**src/rtl/rzb_pkg.sv**
```systemverilog
package rzb_pkg;

   typedef enum logic {
      ST_IDLE = 1'b0,
      ST_WAIT = 1'b1
   } blit_state_t;

   // per-byte merge of a 16-bit halfword under two byte enables
   function automatic logic [15:0] merge16(input logic [15:0] old_v,
                                           input logic [15:0] new_v,
                                           input logic [1:0]  be);
      logic [15:0] r;
      r[7:0]  = be[0] ? new_v[7:0]  : old_v[7:0];
      r[15:8] = be[1] ? new_v[15:8] : old_v[15:8];
      return r;
   endfunction

endpackage

```
**src/rtl/rzb_regs.sv**
```systemverilog
module rzb_regs
   import rzb_pkg::*;
#(
   parameter int DW     = 32,
   parameter int STEP_W = 16,
   parameter int XINT_W = 9
) (
   input  logic              clk,
   input  logic              rst_n,
   input  logic              we,
   input  logic [1:0]        sel,
   input  logic [DW-1:0]     wdata,
   input  logic [DW/8-1:0]   be,
   output logic [STEP_W-1:0] dx,
   output logic [STEP_W-1:0] dy,
   output logic              load,
   output logic [XINT_W-1:0]    ld_xint,
   output logic [DW-XINT_W-1:0] ld_yint
);
   localparam int HALF = DW / 2;

   initial begin
      assert (DW == 32) else $error("rzb_regs: bus must be 32 bits");
      assert (STEP_W == HALF) else $error("rzb_regs: step must be a halfword");
   end

   logic [STEP_W-1:0] dy_q, dx_q;
   logic [DW-1:0]     r1_q, r1_nx, r2_q, r2_nx;
   logic              hit0, hit1, hit2, lo_hit, hi_hit;

   assign hit0   = we && (sel == 2'd0);
   assign hit1   = we && (sel == 2'd1);
   assign hit2   = we && (sel == 2'd2);
   assign lo_hit = |be[1:0];
   assign hi_hit = |be[3:2];

   assign r1_nx = {merge16(r1_q[DW-1:HALF], wdata[DW-1:HALF], be[3:2]),
                   merge16(r1_q[HALF-1:0],  wdata[HALF-1:0],  be[1:0])};
   assign r2_nx = {merge16(r2_q[DW-1:HALF], wdata[DW-1:HALF], be[3:2]),
                   merge16(r2_q[HALF-1:0],  wdata[HALF-1:0],  be[1:0])};

   always_ff @(posedge clk) begin
      if (!rst_n) begin
         dy_q <= '0;
         dx_q <= '0;
         r1_q <= '0;
         r2_q <= '0;
      end else begin
         if (hit0) dy_q <= merge16(dy_q, wdata[HALF-1:0], be[1:0]);
         if (hit1) r1_q <= r1_nx;
         if (hit2) begin
            r2_q <= r2_nx;
            if (lo_hit)      dx_q <= r2_nx[HALF-1:0];
            else if (hi_hit) dx_q <= r2_nx[DW-1:HALF];
         end
      end
   end

   assign dx      = dx_q;
   assign dy      = dy_q;
   assign load    = hit1;
   assign ld_xint = r1_nx[XINT_W-1:0];
   assign ld_yint = r1_nx[DW-1:XINT_W];

   // the X step only moves on a register 2 write
   a_r3_dx_hold: assert property (@(posedge clk) disable iff (!rst_n)
      !hit2 |=> $stable(dx_q));
   // the Y step only moves on a register 0 write
   a_r1_dy_hold: assert property (@(posedge clk) disable iff (!rst_n)
      !hit0 |=> $stable(dy_q));

endmodule

```
**src/rtl/rzb_axis.sv**
```systemverilog
module rzb_axis #(
   parameter int INT_W  = 9,
   parameter int FRAC_W = 8,
   parameter int STEP_W = 16
) (
   input  logic              clk,
   input  logic              rst_n,
   input  logic              load,
   input  logic [INT_W-1:0]  ld_int,
   input  logic              step_en,
   input  logic [STEP_W-1:0] step,
   output logic [INT_W-1:0]  int_o
);
   localparam int W = INT_W + FRAC_W;

   initial assert (INT_W > 0 && FRAC_W > 0) else $error("rzb_axis: bad widths");

   logic [W-1:0] pos_q, pos_nx;

   generate
      if (W > STEP_W) begin : g_keep_hi
         assign pos_nx = {pos_q[W-1:STEP_W], pos_q[STEP_W-1:0] + step};
         // on the X axis, R9 on the Y axis: bits above the step width survive
         a_r8_hi_kept: assert property (@(posedge clk) disable iff (!rst_n)
            (step_en && !load) |=> (pos_q[W-1:STEP_W] == $past(pos_q[W-1:STEP_W])));
      end else begin : g_full_wrap
         assign pos_nx = pos_q + step[W-1:0];
      end
   endgenerate

   always_ff @(posedge clk) begin
      if (!rst_n)       pos_q <= '0;
      else if (load)    pos_q <= {ld_int, {FRAC_W{1'b0}}};
      else if (step_en) pos_q <= pos_nx;
   end

   assign int_o = pos_q[W-1:FRAC_W];

   // a load always leaves a zero fraction, even against a step
   a_r2_frac_clear: assert property (@(posedge clk) disable iff (!rst_n)
      load |=> (pos_q[FRAC_W-1:0] == '0));

endmodule

```
**src/rtl/rzb_texaddr.sv**
```systemverilog
module rzb_texaddr #(
   parameter int XINT_W    = 9,
   parameter int YINT_W    = 23,
   parameter int TEX_WORDS = 3 * (2 ** 20),
   parameter int TEX_AW    = $clog2(TEX_WORDS)
) (
   input  logic              clk,
   input  logic              rst_n,
   input  logic [XINT_W-1:0] xint,
   input  logic [YINT_W-1:0] yint,
   output logic [TEX_AW-1:0] rom_addr
);
   localparam int RAW_W = XINT_W + YINT_W;
   localparam bit POW2  = (TEX_WORDS & (TEX_WORDS - 1)) == 0;

   initial assert (TEX_AW <= RAW_W && TEX_WORDS > 1) else $error("rzb_texaddr: bad size");

   logic [RAW_W-1:0] raw;
   assign raw = {yint, xint};   // xint + yint * 2^XINT_W

   generate
      if (POW2) begin : g_mask
         assign rom_addr = raw[TEX_AW-1:0];
      end else begin : g_mod
         assign rom_addr = TEX_AW'(raw % RAW_W'(TEX_WORDS));
      end
   endgenerate

   // the fetch address never leaves the texture
   a_r5_in_range: assert property (@(posedge clk) disable iff (!rst_n)
      {1'b0, rom_addr} < (TEX_AW + 1)'(TEX_WORDS));

endmodule

```
**src/rtl/rzb_seq.sv**
```systemverilog
module rzb_seq
   import rzb_pkg::*;
#(
   parameter int FB_AW = 17,
   parameter int TEX_W = 16,
   parameter int PIX_W = 15
) (
   input  logic               clk,
   input  logic               rst_n,
   input  logic               win_req,
   input  logic [FB_AW-1:0]   win_addr,
   input  logic               win_upper,
   input  logic [TEX_W-1:0]   rom_data,
   output logic               rom_en,
   output logic               step_en,
   output logic               win_ack,
   output logic               fb_we,
   output logic [FB_AW-1:0]   fb_addr,
   output logic [1:0]         fb_hwe,
   output logic [2*TEX_W-1:0] fb_wdata
);
   localparam logic [TEX_W-1:0] PIX_MASK = TEX_W'((1 << PIX_W) - 1);

   initial assert (PIX_W < TEX_W) else $error("rzb_seq: pixel must be narrower than texel");

   blit_state_t       st_q;
   logic [FB_AW-1:0]  addr_q;
   logic              up_q;
   logic [TEX_W-1:0]  texel;
   logic              busy;

   assign busy   = (st_q == ST_WAIT);
   assign rom_en = !busy && win_req;
   assign texel  = rom_data & PIX_MASK;

   always_ff @(posedge clk) begin
      if (!rst_n) begin
         st_q   <= ST_IDLE;
         addr_q <= '0;
         up_q   <= 1'b0;
      end else if (busy) begin
         st_q <= ST_IDLE;
      end else if (win_req) begin
         st_q   <= ST_WAIT;
         addr_q <= win_addr;
         up_q   <= win_upper;
      end
   end

   assign win_ack  = busy;
   assign step_en  = busy;
   assign fb_we    = busy && (texel != '0);
   assign fb_addr  = addr_q;
   assign fb_hwe   = up_q ? 2'b10 : 2'b01;
   assign fb_wdata = {texel, texel};

   // the acknowledge arrives exactly one clock after the fetch
   a_r11_ack_after_fetch: assert property (@(posedge clk) disable iff (!rst_n)
      rom_en |=> win_ack);
   // no two acknowledges in a row
   a_r11_ack_gap: assert property (@(posedge clk) disable iff (!rst_n)
      win_ack |=> !win_ack);
   // the write lands at the offset the request presented
   a_r7_addr_held: assert property (@(posedge clk) disable iff (!rst_n)
      win_ack |-> (fb_addr == $past(win_addr)));
   // exactly one halfword is enabled per write
   a_r7_one_half: assert property (@(posedge clk) disable iff (!rst_n)
      fb_we |-> ($countones(fb_hwe) == 1));
   // a written pixel is never transparent and never has bit 15
   a_r6_opaque: assert property (@(posedge clk) disable iff (!rst_n)
      fb_we |-> ((fb_wdata[PIX_W-1:0] != '0) && !fb_wdata[TEX_W-1]));

endmodule

```
**src/rtl/rzblit_top.sv**
```systemverilog
module rzblit_top #(
   parameter int FB_AW     = 17,
   parameter int TEX_WORDS = 3 * (2 ** 20),
   parameter int XINT_W    = 9,
   parameter int FRAC_W    = 8,
   parameter int STEP_W    = 16,
   parameter int DW        = 32,
   parameter int TEX_W     = 16,
   parameter int PIX_W     = 15,
   parameter int TEX_AW    = $clog2(TEX_WORDS)
) (
   input  logic              clk,
   input  logic              rst_n,
   input  logic              reg_we,
   input  logic [1:0]        reg_sel,
   input  logic [DW-1:0]     reg_wdata,
   input  logic [DW/8-1:0]   reg_be,
   input  logic              win_req,
   input  logic [FB_AW-1:0]  win_addr,
   input  logic              win_upper,
   output logic              win_ack,
   output logic [DW-1:0]     win_rdata,
   output logic              rom_en,
   output logic [TEX_AW-1:0] rom_addr,
   input  logic [TEX_W-1:0]  rom_data,
   output logic              fb_we,
   output logic [FB_AW-1:0]  fb_addr,
   output logic [1:0]        fb_hwe,
   output logic [DW-1:0]     fb_wdata
);
   localparam int YINT_W = DW - XINT_W;

   initial begin
      assert (DW == 2 * TEX_W) else $error("rzblit_top: bus must hold two texels");
      assert (TEX_AW == $clog2(TEX_WORDS)) else $error("rzblit_top: TEX_AW mismatch");
   end

   logic [STEP_W-1:0] dx, dy;
   logic              load, step_en;
   logic [XINT_W-1:0] ld_xint, xint;
   logic [YINT_W-1:0] ld_yint, yint;

   rzb_regs #(.DW(DW), .STEP_W(STEP_W), .XINT_W(XINT_W)) u_regs (
      .clk(clk), .rst_n(rst_n), .we(reg_we), .sel(reg_sel), .wdata(reg_wdata),
      .be(reg_be), .dx(dx), .dy(dy), .load(load), .ld_xint(ld_xint), .ld_yint(ld_yint));

   rzb_axis #(.INT_W(XINT_W), .FRAC_W(FRAC_W), .STEP_W(STEP_W)) u_xaxis (
      .clk(clk), .rst_n(rst_n), .load(load), .ld_int(ld_xint),
      .step_en(step_en), .step(dx), .int_o(xint));

   rzb_axis #(.INT_W(YINT_W), .FRAC_W(FRAC_W), .STEP_W(STEP_W)) u_yaxis (
      .clk(clk), .rst_n(rst_n), .load(load), .ld_int(ld_yint),
      .step_en(step_en), .step(dy), .int_o(yint));

   rzb_texaddr #(.XINT_W(XINT_W), .YINT_W(YINT_W), .TEX_WORDS(TEX_WORDS),
                 .TEX_AW(TEX_AW)) u_taddr (
      .clk(clk), .rst_n(rst_n), .xint(xint), .yint(yint), .rom_addr(rom_addr));

   rzb_seq #(.FB_AW(FB_AW), .TEX_W(TEX_W), .PIX_W(PIX_W)) u_seq (
      .clk(clk), .rst_n(rst_n), .win_req(win_req), .win_addr(win_addr),
      .win_upper(win_upper), .rom_data(rom_data), .rom_en(rom_en),
      .step_en(step_en), .win_ack(win_ack), .fb_we(fb_we), .fb_addr(fb_addr),
      .fb_hwe(fb_hwe), .fb_wdata(fb_wdata));

   assign win_rdata = '0;

   // the fetch address is stable from request to acknowledge
   a_r11_addr_stable: assert property (@(posedge clk) disable iff (!rst_n)
      (rom_en && !load) |=> $stable(rom_addr));

endmodule

```
**config.mk**
```make
export PLATFORM = sky130hd
export DESIGN_NAME = rzblit_top
export DESIGN_NICKNAME = d
export VERILOG_FILES = /design/src/rtl/rzb_pkg.sv /design/src/rtl/rzb_regs.sv /design/src/rtl/rzb_axis.sv /design/src/rtl/rzb_texaddr.sv /design/src/rtl/rzb_seq.sv /design/src/rtl/rzblit_top.sv
export SDC_FILE = /design/constraint.sdc
export NUM_CORES = 1
export LEC_CHECK = 0
export BUFFER_PORTS_ARGS = -buffer_cell sky130_fd_sc_hd__buf_2
export CAP_MARGIN = 40
export CORE_ASPECT_RATIO = 0.8
export CORE_UTILIZATION = 57
export DETAILED_ROUTE_END_ITERATION = 8
export GPL_TIMING_DRIVEN = 0
export PLACE_DENSITY = 0.86
export SLEW_MARGIN = 5
export SYNTH_ARGS = -nofsm -noshare
export SYNTH_HDL_FRONTEND = slang
export SYNTH_SLANG_ARGS = --single-unit
```
**constraint.sdc**
```tcl
create_clock -name clk -period 5.9 [get_ports clk]
set_input_delay 0.295 -clock clk [delete_from_list [all_inputs] [get_ports clk]]
set_output_delay 0.295 -clock clk [all_outputs]
set_load 0.02 [all_outputs]
```
==> results of run 1 <==
critical path: cells and delay by family (launching register included):
family          cells  cell delay (ns)
mux                 2             0.44
simple gates        3             0.79
compound gates      4             0.73
flops               1             0.45
buf+inv             1             0.17
power by group:
part	internal, mW	total [mW]	switching [mW]
registers	1.14	1.17	0.0295
logic	0.185	0.468	0.283
clock network	0.654	1.11	0.452
worst paths after layout:
| path | start | endpoint | slack [ns] |
|---|---|---|---|
| hold / removal | win_addr[10] | u_seq.fb_addr[10] | 0.10 |
| hold reg to reg | u_seq.fb_addr[3] | u_seq.fb_addr[3] | 0.46 |
| setup reg to reg | u_regs.dy[0] | u_yaxis.pos_q[14] | 3.06 |
| setup / recovery | u_yaxis.pos_q[29] | rom_addr[20] | 2.61 |
metrics by stage:
step / hold WS [ns] / instances / setup WS [ns]
6_report: 0.104 / 1582 / 2.61
5_1_grt: 0.112 / 1582 / 2.36
3_3_place_gp: 0.446 / 1550 / 3.22
2_1_floorplan: 0.440 / 1189 / 3.38
4_1_cts: 0.101 / 1582 / 2.65
3_5_place_dp: 0.456 / 1550 / 3.11
sequential cells by signal, summed over array words and instances (netlist names):
signal,cells
u_regs.dy,16
u_yaxis.pos_q,31
u_regs.dx,16
u_regs.r1_q,32
u_seq.up_q,1
u_seq.fb_addr,17
u_seq.step_en,1
u_regs.r2_q,32
u_xaxis.pos_q,17
layout by cell type (no fill, tap or decap), types with 12 or more instances in the layout:
master / count
a21boi_0: 84
a21o_1: 13
a21oi_1: 86
buf_2: 148
buf_4: 69
clkbuf_1: 71
clkbuf_16: 17
conb_1: 34
dfxtp_1: 163
ha_1: 30
inv_1: 23
mux2i_1: 73
nand2_1: 223
nor2_1: 71
nor2b_1: 29
o211a_1: 12
o21ai_0: 36
xnor2_1: 19
kinds of logic after synthesis:
kind of cell               Yosys count  share of synthesized area [%]
DFF                                163                           35.2
other                                1                         0.0405
and+or+nand+nor                    398                           19.3
buffers and inverters              173                           9.84
muxes                               73                           7.89
adders and majority gates           32                           4.49
xor gates and xnor gates            21                           1.99
AOI/OAI and AO/OA                  295                           21.2
final cells by class:
cell class | instances | share of cell area [%]
repair buffers | 146 | 6.66
plain buffers | 148 | 7.45
well taps | 215 | 2.45
multi-input cells | 853 | 47.5
clock inverters | 9 | 0.947
inverters | 25 | 0.856
flip-flops and latches | 163 | 29.8
clock buffers | 23 | 4.36
layer usage:
metal | track usage (%) | part of all wire [%] | vias to the layer above
li1 | - | - | 4253
met1 | 42.7 | 44 | 4089
met2 | 49.3 | 44 | 424
met3 | 6.24 | 9.6 | 61
met4 | 12.1 | 2.4 | 0
met5 | 0 | 0 | -
==> flow_results.xml, run 1 <==
<?xml version="1.0" encoding="UTF-8"?>
<metrics>
  <group name="critical_path">
    <metric name="cpMostUsedCell" unit="">mux2i_1</metric>
    <metric name="worstSetupStartpointType" unit="">flop</metric>
    <metric name="timing.critical_path.required" unit="ns">5.61</metric>
    <metric name="critPathSlowestCell" unit="">or4b_1</metric>
    <metric name="critPathMaxStageDelay" unit="ns">0.48</metric>
    <metric name="timing.critical_path.arrival" unit="ns">2.99</metric>
    <metric name="worstPathMaxFanout" unit="">8</metric>
    <metric name="timing_worst_setup_path_type" unit="">flop to primary output</metric>
    <metric name="rr_worst_depth" unit="">12</metric>
    <metric name="crit_path_cell_trace" unit="">or4b_1, mux2i_1, o22ai_2, and3_1, o31ai_1, a21oi_1, mux2i_1, o22ai_1, nor2_1, buf_2</metric>
    <metric name="end_kind" unit="">primary output</metric>
  </group>
  <group name="sta">
    <metric name="clock_skew" unit="ns">0.00592</metric>
    <metric name="worst-slew-pin-transition" unit="ns">0.735</metric>
    <metric name="fin_crit" unit="ns">3.29</metric>
    <metric name="unrepaired_setup_endpoints_after_global_routing" unit="">false</metric>
    <metric name="final_min_period_over_clock_period" unit="%">55.7</metric>
    <metric name="hold_viol" unit="">0</metric>
    <metric name="maxSlewViolCount" unit="">0</metric>
    <metric name="setup_total_negative_slack" unit="ns">0</metric>
    <metric name="timing.final.setup_violations" unit="">0</metric>
    <metric name="slew_headroom" unit="%">51.0</metric>
    <metric name="clock.fmax" unit="GHz">0.304</metric>
  </group>
  <group name="final_layout">
    <metric name="design.final.nets" unit="">1462</metric>
    <metric name="final_layout_size_suffix_gt1_share" unit="%">18.6</metric>
    <metric name="antenna-diode-count" unit="">0</metric>
    <metric name="n_fill_cell" unit="">1290</metric>
    <metric name="postLayoutCellArea" unit="µm²">11000</metric>
    <metric name="syn_to_final_growth" unit="%">18.4</metric>
    <metric name="register_area" unit="µm²">3260</metric>
    <metric name="multi_input_comb_area" unit="µm²">5210</metric>
    <metric name="final_core_utilization" unit="%">69.4</metric>
  </group>
  <group name="status">
    <metric name="status" unit="">finished, final reports clean</metric>
  </group>
  <group name="clock_network">
    <metric name="htree_levels" unit="">4</metric>
    <metric name="clock_path_buffers" unit="">2</metric>
    <metric name="clk_transition_reported_paths" unit="ns">0.06</metric>
    <metric name="numCtsBuffers" unit="">17</metric>
    <metric name="tritoncts_clock_tree" unit="">done</metric>
    <metric name="post_cts_resized" unit="">0</metric>
    <metric name="clk_latency" unit="ns">0.44</metric>
    <metric name="post_cts_hold_buffer_count" unit="">0</metric>
    <metric name="cts_root_buffer" unit="">clkbuf_16</metric>
    <metric name="numClockSinks" unit="">163</metric>
    <metric name="post_cts_repair_timing_setup_buffer_count" unit="">0</metric>
  </group>
  <group name="floorplan">
    <metric name="die_area" unit="µm²">16800</metric>
    <metric name="floorplan.initialDensity" unit="%">58.6</metric>
    <metric name="coreArea" unit="µm²">15800</metric>
    <metric name="fp.dieH" unit="µm">116</metric>
    <metric name="top_level_pins" unit="">184</metric>
    <metric name="placement_rows" unit="">41</metric>
    <metric name="die_w" unit="µm">145</metric>
  </group>
  <group name="power">
    <metric name="power-per-cell-area" unit="nW/µm²">250</metric>
    <metric name="total_power" unit="mW">2.74</metric>
    <metric name="static-leakage-power" unit="nW">4.92</metric>
    <metric name="worst_ir_drop_vdd" unit="V">0.000215</metric>
  </group>
  <group name="yosys">
    <metric name="synth-edff-count" unit="">0</metric>
    <metric name="synth_warnings" unit="">0</metric>
    <metric name="syn-mean-instance-area" unit="µm²">8.01</metric>
    <metric name="synth_top_cell_by_area" unit="">dfxtp_1</metric>
    <metric name="synth_seq_cells" unit="">163</metric>
    <metric name="netlist_instances" unit="">1156</metric>
    <metric name="unique_cell_type_count_in_the_yosys_netlist" unit="">58</metric>
    <metric name="synth_top_cell_area_share" unit="%">35.2</metric>
    <metric name="ys_top_cells_by_count" unit="">nand2_1 (223), dfxtp_1 (163), a21oi_1 (86)</metric>
    <metric name="synth_ff_type" unit="">dfxtp_1</metric>
    <metric name="synth_seq_area_share" unit="%">35.2</metric>
    <metric name="synthMostInstantiatedCell" unit="">nand2_1</metric>
    <metric name="mappedNetlistArea" unit="µm²">9260</metric>
    <metric name="asyncSetResetFlopFracSynth" unit="%">0</metric>
    <metric name="main_area_contributors_after_synthesis" unit="">dfxtp_1 (35%), nand2_1 (9.0%), mux2i_1 (7.9%), a21boi_0 (6.8%), buf_4 (5.6%)</metric>
  </group>
  <group name="detailed_routing">
    <metric name="wl_cell" unit="µm">16.2</metric>
    <metric name="drt_pass1_iterations" unit="">7</metric>
    <metric name="vias_per_cell" unit="">5.58</metric>
    <metric name="route.detailed.drc" unit="">0</metric>
    <metric name="drt_iter0_markers" unit="">661</metric>
    <metric name="postRouteWirelength" unit="mm">25.6</metric>
    <metric name="final_antenna_net_count" unit="">0</metric>
    <metric name="routed-via-count" unit="">8827</metric>
  </group>
  <group name="global_route">
    <metric name="globalRouteOverflowTotal" unit="">0</metric>
    <metric name="gr-usage-all-layers" unit="%">31.4</metric>
    <metric name="number_of_global_route_vias_before_repair" unit="">8174</metric>
    <metric name="maximum_number_of_pins_on_one_net_before_global_route_repair" unit="">17</metric>
    <metric name="grt_pass1_wl" unit="mm">40.3</metric>
    <metric name="antenna_found_initial" unit="">0</metric>
  </group>
  <group name="place">
    <metric name="portBuffers" unit="">146</metric>
    <metric name="postPlaceCellArea" unit="µm²">10400</metric>
    <metric name="place.detailed.hpwl" unit="mm">18.9</metric>
    <metric name="gp_congestion" unit="">0.957</metric>
  </group>
  <group name="worst_hold_path">
    <metric name="holdCritPathClass" unit="">primary input to flop</metric>
    <metric name="whs_path_depth" unit="">3</metric>
  </group>
  <group name="job">
    <metric name="timing.max_cap.violations" unit="">0</metric>
  </group>
</metrics>
Note: power is estimated with default switching activity, not from simulation.
==> run 2, diff against run 1 <==
--- a/config.mk
+++ b/config.mk
@@ -8,10 +8,10 @@
 export BUFFER_PORTS_ARGS = -buffer_cell sky130_fd_sc_hd__buf_2
 export CAP_MARGIN = 40
 export CORE_ASPECT_RATIO = 0.8
-export CORE_UTILIZATION = 57
+export CORE_UTILIZATION = 56
 export DETAILED_ROUTE_END_ITERATION = 8
 export GPL_TIMING_DRIVEN = 0
-export PLACE_DENSITY = 0.86
+export PLACE_DENSITY = 0.85
 export SLEW_MARGIN = 5
 export SYNTH_ARGS = -nofsm -noshare
 export SYNTH_HDL_FRONTEND = slang
==> constraint.sdc (replaced) <==
create_clock -name clk -period 3.3 [get_ports clk]
set_input_delay 0.165 -clock clk [delete_from_list [all_inputs] [get_ports clk]]
set_output_delay 0.165 -clock clk [all_outputs]
set_load 0.02 [all_outputs]
==> run 2 against run 1 <==
Against the previous run:
- utilization increased by 0.55 points
- register-to-register slack got worse by 2.7 ns
- global-route usage decreased by 0.61 points
- design area increased by 1.8%
- highest routed layer unchanged
- clock skew increased by 0.0026 ns
- routed wire length increased by 1.9%
- non-clock buffer count increased by 18
- combinational power increased by 83%
- sequential share of layout area decreased by 0.52 points
- critical endpoint unchanged
- critical path depth unchanged
- hold slack got worse by 0.082 ns
==> flow_results.xml, run 2 (same netlist as run 1, synthesis figures left out) <==
<?xml version="1.0" encoding="UTF-8"?>
<metrics>
  <group name="critical_path">
    <metric name="timing.critical_path.required" unit="ns">3.13</metric>
    <metric name="timing.critical_path.arrival" unit="ns">2.95</metric>
    <metric name="timing_worst_setup_path_type" unit="">flop to primary output</metric>
    <metric name="end_kind" unit="">primary output</metric>
    <metric name="worstPathMaxFanout" unit="">8</metric>
    <metric name="cpMostUsedCell" unit="">mux2i_1</metric>
    <metric name="critPathSlowestCell" unit="">or4b_1</metric>
    <metric name="critPathMaxStageDelay" unit="ns">0.49</metric>
    <metric name="crit_path_cell_trace" unit="">or4b_1, mux2i_1, o22ai_2, and3_1, o31ai_1, a21oi_1, mux2i_1, o22ai_1, nor2_1, buf_2</metric>
    <metric name="worstSetupStartpointType" unit="">flop</metric>
  </group>
  <group name="sta">
    <metric name="setup_total_negative_slack" unit="ns">0</metric>
    <metric name="fin_hold_ws" unit="ns">0.0221</metric>
    <metric name="hold_viol" unit="">0</metric>
    <metric name="fin_crit" unit="ns">3.12</metric>
    <metric name="maxSlewViolCount" unit="">0</metric>
    <metric name="clock_skew" unit="ns">0.00848</metric>
    <metric name="final_min_period_over_clock_period" unit="%">94.5</metric>
    <metric name="unrepaired_setup_endpoints_after_global_routing" unit="">false</metric>
    <metric name="timing.final.setup_violations" unit="">0</metric>
    <metric name="slew_headroom" unit="%">45.0</metric>
    <metric name="worst-slew-pin-transition" unit="ns">0.823</metric>
    <metric name="clock.fmax" unit="GHz">0.321</metric>
  </group>
  <group name="final_layout">
    <metric name="mostFrequentLayoutCell" unit="">nand2_1</metric>
    <metric name="syn_to_final_growth" unit="%">20.5</metric>
    <metric name="largestRegisters" unit="">u_regs.r1_q x32, u_regs.r2_q x32, u_yaxis.pos_q x31</metric>
    <metric name="n_fill_cell" unit="">1274</metric>
    <metric name="design.final.nets" unit="">1480</metric>
    <metric name="most-common-layout-cells" unit="">nand2_1 (223), dfxtp_1 (163), buf_2 (148), a21oi_1 (86), a21boi_0 (84)</metric>
    <metric name="antenna-diode-count" unit="">0</metric>
    <metric name="multi_input_comb_area" unit="µm²">5210</metric>
    <metric name="final_layout_size_suffix_gt1_share" unit="%">18.3</metric>
    <metric name="postLayoutCellArea" unit="µm²">11200</metric>
    <metric name="register_area" unit="µm²">3260</metric>
  </group>
  <group name="floorplan">
    <metric name="die_area" unit="µm²">17100</metric>
    <metric name="floorplan.initialDensity" unit="%">58.1</metric>
    <metric name="fp.dieH" unit="µm">117</metric>
    <metric name="die_w" unit="µm">146</metric>
    <metric name="placement_rows" unit="">41</metric>
    <metric name="top_level_pins" unit="">184</metric>
    <metric name="coreArea" unit="µm²">16000</metric>
  </group>
  <group name="global_route">
    <metric name="gr-usage-all-layers" unit="%">30.8</metric>
    <metric name="grt_pass1_wl" unit="mm">41.0</metric>
    <metric name="antenna_found_initial" unit="">0</metric>
    <metric name="globalRouteOverflowTotal" unit="">0</metric>
    <metric name="number_of_global_route_vias_before_repair" unit="">8130</metric>
    <metric name="maximum_number_of_pins_on_one_net_before_global_route_repair" unit="">17</metric>
  </group>
  <group name="clock_network">
    <metric name="numCtsBuffers" unit="">17</metric>
    <metric name="numClockSinks" unit="">163</metric>
    <metric name="clock_path_buffers" unit="">2</metric>
    <metric name="clk_latency" unit="ns">0.43</metric>
    <metric name="cts_root_buffer" unit="">clkbuf_16</metric>
    <metric name="clk_transition_reported_paths" unit="ns">0.06</metric>
    <metric name="htree_levels" unit="">4</metric>
    <metric name="tritoncts_clock_tree" unit="">done</metric>
  </group>
  <group name="detailed_routing">
    <metric name="routed-via-count" unit="">8804</metric>
    <metric name="drt_pass1_iterations" unit="">6</metric>
    <metric name="drt_iter0_markers" unit="">714</metric>
    <metric name="route.detailed.drc" unit="">0</metric>
    <metric name="postRouteWirelength" unit="mm">26.1</metric>
    <metric name="wl_cell" unit="µm">16.3</metric>
    <metric name="vias_per_cell" unit="">5.50</metric>
    <metric name="final_antenna_net_count" unit="">0</metric>
  </group>
  <group name="power">
    <metric name="worst_ir_drop_vdd" unit="V">0.000373</metric>
    <metric name="power.share.switching" unit="%">27.7</metric>
    <metric name="power_frac_clock" unit="%">41.0</metric>
    <metric name="power-per-cell-area" unit="nW/µm²">447</metric>
    <metric name="power_report.internal_total" unit="mW">3.61</metric>
    <metric name="power.sequential.fraction" unit="%">41.9</metric>
    <metric name="power.combinational.fraction" unit="%">17.1</metric>
    <metric name="total_switching_power" unit="mW">1.38</metric>
    <metric name="static-leakage-power" unit="nW">5.00</metric>
  </group>
  <group name="status">
    <metric name="status" unit="">finished, final reports clean</metric>
  </group>
  <group name="worst_hold_path">
    <metric name="holdCritPathClass" unit="">primary input to flop</metric>
  </group>
  <group name="place">
    <metric name="portBuffers" unit="">146</metric>
    <metric name="gp_congestion" unit="">0.975</metric>
    <metric name="place.detailed.hpwl" unit="mm">19.0</metric>
    <metric name="postPlaceCellArea" unit="µm²">10400</metric>
  </group>
  <group name="job">
    <metric name="timing.max_cap.violations" unit="">0</metric>
  </group>
</metrics>
[run 2: critical path, delay by kind of cell (launching register included)]
kind	cells	cell delay (ns)
AND/OR/NAND/NOR	3	0.79
AO/OA/AOI/OAI	4	0.67
flip-flops	1	0.45
multiplexers	2	0.43
buffers and inverters	1	0.16
[run 2: routing by layer]
metal / vias to the layer above / share of wire [%] / GRT usage [%]
li1: 4281 / - / -
met3: 50 / 8.8 / 8.22
met4: 0 / 1.9 / 9.33
met5: - / 0 / 0
met1: 4111 / 44 / 40.5
met2: 362 / 45 / 50.0
[run 2: layout make-up]
type	instances	share of cell area [%]
flip-flops and latches	163	29.2
inverters	25	0.841
clock inverters	9	1.15
multi-input cells	853	46.7
clock buffers	23	4.19
well taps	215	2.41
repair buffers	164	8.16
plain buffers	148	7.32
[run 2: power by group through the flow]
stage | clock [mW] | combinational [mW] | sequential, mW
floorplan | 0 | 0.558 | 2.13
global placement | 0 | 0.801 | 2.13
detailed placement | 0 | 0.819 | 2.13
CTS | 2.04 | 0.842 | 2.09
global route | 2.13 | 0.930 | 2.10
finish | 2.05 | 0.856 | 2.09
[run 2: worst paths after layout]
path / startpoint / end / slack (ns) / depth (start not counted)
min: reg_wdata[28] / u_regs.r2_q[28] / 0.02 / 3
max: u_yaxis.pos_q[29] / rom_addr[20] / 0.18 / 10
max reg2reg: u_yaxis.pos_q[0] / u_yaxis.pos_q[10] / 0.37 / 12
min reg2reg: u_seq.fb_addr[16] / u_seq.fb_addr[16] / 0.46 / 2
[run 2: what timing repair did]
action	in CTS	in global routing
resized for setup	0	0
hold buffers	18	0
hold endpoints to repair	18	0
buffers inserted	0	0
setup endpoints to repair	0	0
[run 2: stage by stage]
step | cells | util [%] | setup WS, ns | power, mW
floorplan | 1189 | - | 0.911 | 2.69
global placement | 1550 | 65.1 | 0.640 | 2.93
detailed placement | 1550 | 65.1 | 0.596 | 2.95
CTS | 1600 | 70.0 | 0.196 | 4.97
global route | 1600 | 70.0 | 0.0103 | 5.16
finish | 1600 | 70.0 | 0.182 | 4.99
==> run 3, diff against run 2 <==
--- a/config.mk
+++ b/config.mk
@@ -8,10 +8,11 @@
 export BUFFER_PORTS_ARGS = -buffer_cell sky130_fd_sc_hd__buf_2
 export CAP_MARGIN = 40
 export CORE_ASPECT_RATIO = 0.8
-export CORE_UTILIZATION = 56
+export CORE_UTILIZATION = 57
+export CTS_BUF_LIST = sky130_fd_sc_hd__clkbuf_4 sky130_fd_sc_hd__clkbuf_8
 export DETAILED_ROUTE_END_ITERATION = 8
 export GPL_TIMING_DRIVEN = 0
-export PLACE_DENSITY = 0.85
+export PLACE_DENSITY = 0.86
 export SLEW_MARGIN = 5
 export SYNTH_ARGS = -nofsm -noshare
 export SYNTH_HDL_FRONTEND = slang
==> run 3 against run 2 <==
Against the previous run:
- design area shrank 0.12%
- register-to-register slack gained 0.09 ns
- worst setup slack gained 0.069 ns
- global-route usage grew 0.67 points
- sequential cell count is the same
- sequential share of layout area is essentially flat
- clock power shrank 27%
- die area shrank 1.7%
- hold slack gained 0.0026 ns
- total power shrank 11%
- largest power group unchanged
- critical path type unchanged
==> flow_results.xml, run 3 (same netlist as run 1, synthesis figures left out) <==
<?xml version="1.0" encoding="UTF-8"?>
<metrics>
  <group name="power">
    <metric name="power-per-cell-area" unit="nW/µm²">400</metric>
    <metric name="worst_ir_drop_vdd" unit="V">0.000395</metric>
    <metric name="static-leakage-power" unit="nW">4.98</metric>
  </group>
  <group name="global_route">
    <metric name="number_of_global_route_vias_before_repair" unit="">8331</metric>
    <metric name="globalRouteOverflowTotal" unit="">0</metric>
    <metric name="grt_pass1_wl" unit="mm">40.8</metric>
    <metric name="antenna_found_initial" unit="">0</metric>
    <metric name="maximum_number_of_pins_on_one_net_before_global_route_repair" unit="">17</metric>
    <metric name="gr-usage-all-layers" unit="%">31.5</metric>
  </group>
  <group name="final_layout">
    <metric name="largestRegisters" unit="">u_regs.r1_q x32, u_regs.r2_q x32, u_yaxis.pos_q x31</metric>
    <metric name="final_core_utilization" unit="%">70.6</metric>
    <metric name="final_layout_size_suffix_gt1_share" unit="%">18.9</metric>
    <metric name="antenna-diode-count" unit="">0</metric>
    <metric name="n_fill_cell" unit="">1273</metric>
    <metric name="mostFrequentLayoutCell" unit="">nand2_1</metric>
    <metric name="most-common-layout-cells" unit="">nand2_1 (223), dfxtp_1 (162), buf_2 (148), a21oi_1 (86), a21boi_0 (84)</metric>
    <metric name="design.final.nets" unit="">1495</metric>
    <metric name="postLayoutCellArea" unit="µm²">11100</metric>
    <metric name="syn_to_final_growth" unit="%">20.4</metric>
  </group>
  <group name="sta">
    <metric name="timing.final.setup_violations" unit="">0</metric>
    <metric name="final_min_period_over_clock_period" unit="%">92.4</metric>
    <metric name="fin_crit" unit="ns">3.05</metric>
    <metric name="worst-slew-pin-transition" unit="ns">0.745</metric>
    <metric name="clock_skew" unit="ns">0.0107</metric>
    <metric name="slew_headroom" unit="%">50.3</metric>
    <metric name="clock.fmax" unit="GHz">0.328</metric>
    <metric name="hold_viol" unit="">0</metric>
    <metric name="maxSlewViolCount" unit="">0</metric>
  </group>
  <group name="critical_path">
    <metric name="end_kind" unit="">primary output</metric>
    <metric name="critPathMaxStageDelay" unit="ns">0.53</metric>
    <metric name="worst-r2r-setup-slack" unit="ns">0.46</metric>
    <metric name="r2r_end" unit="">u_yaxis.pos_q[14]</metric>
    <metric name="timing_worst_setup_path_type" unit="">flop to primary output</metric>
    <metric name="crit_path_cell_trace" unit="">or4b_1, mux2i_2, o22ai_2, and3_1, o31ai_2, a21oi_1, mux2i_1, o22ai_1, nor2_1, buf_2</metric>
    <metric name="timing.critical_path.required" unit="ns">3.13</metric>
    <metric name="worst-path-buf-inv" unit="">1</metric>
    <metric name="worst_r2r_src" unit="">u_regs.dy[0]</metric>
    <metric name="worstPathMaxFanout" unit="">8</metric>
    <metric name="critPathSlowestCell" unit="">or4b_1</metric>
    <metric name="timing.critical_path.arrival" unit="ns">2.88</metric>
    <metric name="cp.depth" unit="">10</metric>
    <metric name="critPathTopFamily" unit="">simple AND/OR/NAND/NOR gates</metric>
    <metric name="worstSetupStartpointType" unit="">flop</metric>
    <metric name="rr_worst_depth" unit="">12</metric>
  </group>
  <group name="detailed_routing">
    <metric name="route.detailed.drc" unit="">0</metric>
    <metric name="routed-via-count" unit="">8996</metric>
    <metric name="vias_per_cell" unit="">5.57</metric>
    <metric name="drt_pass1_iterations" unit="">7</metric>
    <metric name="postRouteWirelength" unit="mm">25.8</metric>
    <metric name="final_antenna_net_count" unit="">0</metric>
    <metric name="wl_cell" unit="µm">16.0</metric>
    <metric name="drt_iter0_markers" unit="">758</metric>
  </group>
  <group name="status">
    <metric name="status" unit="">finished, final reports clean</metric>
  </group>
  <group name="worst_hold_path">
    <metric name="holdCritPathClass" unit="">primary input to flop</metric>
    <metric name="whs_path_depth" unit="">3</metric>
    <metric name="worst_min_delay_path_startpoint" unit="">reg_wdata[0]</metric>
    <metric name="hold_end" unit="">u_regs.r1_q[0]</metric>
  </group>
  <group name="place">
    <metric name="portBuffers" unit="">146</metric>
    <metric name="place.detailed.hpwl" unit="mm">18.9</metric>
    <metric name="postPlaceCellArea" unit="µm²">10400</metric>
    <metric name="gp_congestion" unit="">0.957</metric>
  </group>
  <group name="job">
    <metric name="timing.max_cap.violations" unit="">0</metric>
  </group>
  <group name="clock_network">
    <metric name="cts_root_buffer" unit="">clkbuf_8</metric>
    <metric name="tritoncts_clock_tree" unit="">done</metric>
    <metric name="numCtsBuffers" unit="">17</metric>
    <metric name="clk_latency" unit="ns">0.46</metric>
    <metric name="htree_levels" unit="">4</metric>
    <metric name="clk_transition_reported_paths" unit="ns">0.09</metric>
    <metric name="numClockSinks" unit="">163</metric>
    <metric name="clock_path_buffers" unit="">2</metric>
  </group>
  <group name="floorplan">
    <metric name="die_w" unit="µm">145</metric>
    <metric name="fp.dieH" unit="µm">116</metric>
    <metric name="placement_rows" unit="">41</metric>
    <metric name="coreArea" unit="µm²">15800</metric>
    <metric name="top_level_pins" unit="">184</metric>
    <metric name="die_area" unit="µm²">16800</metric>
    <metric name="floorplan.initialDensity" unit="%">58.6</metric>
  </group>
</metrics>
-- run 3: cell types whose count changed in the layout (fill, tap and decap cells not counted), moves of 2 or more --
cell           delta
clkbuf_1          -4
o31ai_1           -2
clkbuf_8         +18
dlygate4sd3_1    +15
clkbuf_4          +3
clkbuf_16        -17
o31ai_2           +2
-- run 3: worst reg2reg max path: cells and delay by family, from the launching register on --
kind	cells	cell delay (ns)
simple gates	2	0.26
flops	1	0.34
buf+inv	1	0.05
fa+ha+maj	2	0.55
compound gates	7	1.56
-- run 3: timing repair --
item,CTS,global route
buffers inserted,0,0
hold buffers,32,1
endpoints found under the hold margin,41,1
endpoints found under the setup margin,0,2
gates resized for setup,0,7
-- run 3: layer usage --
metal  part of all wire (%)  track usage (%)  wire length (µm)
met3                    9.3             7.69              2390
met1                     45             42.0             11500
met4                    1.5             8.28               382
met2                     45             51.0             11500
met5                      0                0                 0
-- run 3: where the power goes --
group	leakage, nW	internal, mW	switching [mW]
Sequential	1.33	2.04	0.0528
Clock	0.206	0.754	0.737
Combinational	3.45	0.358	0.516
Total	4.98	3.15	1.31
-- run 3: worst max path at each step --
stage / from / endpoint
floorplan: u_yaxis.pos_q[29] / rom_addr[20]
global placement: u_regs.dy[0] / u_yaxis.pos_q[14]
detailed placement: u_regs.dy[0] / u_yaxis.pos_q[14]
CTS: u_yaxis.pos_q[29] / rom_addr[20]
global route: u_yaxis.pos_q[28] / rom_addr[21]
finish: u_yaxis.pos_q[28] / rom_addr[20]
-- run 3: metrics by stage --
stage	hold WS, ns	worst slack [ns]	cells	setup TNS [ns]	power [mW]
after floorplan	0.310	0.911	1189	0	2.69
after global placement	0.415	0.617	1550	0	2.93
after detailed placement	0.425	0.508	1550	0	2.95
after CTS	0.00106	0.140	1614	0	4.43
after global routing	0.0142	-0.0129	1615	-0.0129	4.63
final	0.0247	0.251	1615	0	4.45
-- run 3: cell type report --
type,instances,area [µm²],share of cell area [%]
multi-input combinational,853,5240,47.0
sequential,163,3260,29.3
clock buffer,23,298,2.67
tap,215,269,2.41
clock inverter,9,104,0.932
buffer,148,817,7.33
inverter,25,93.8,0.842
timing repair buffer,179,1060,9.52
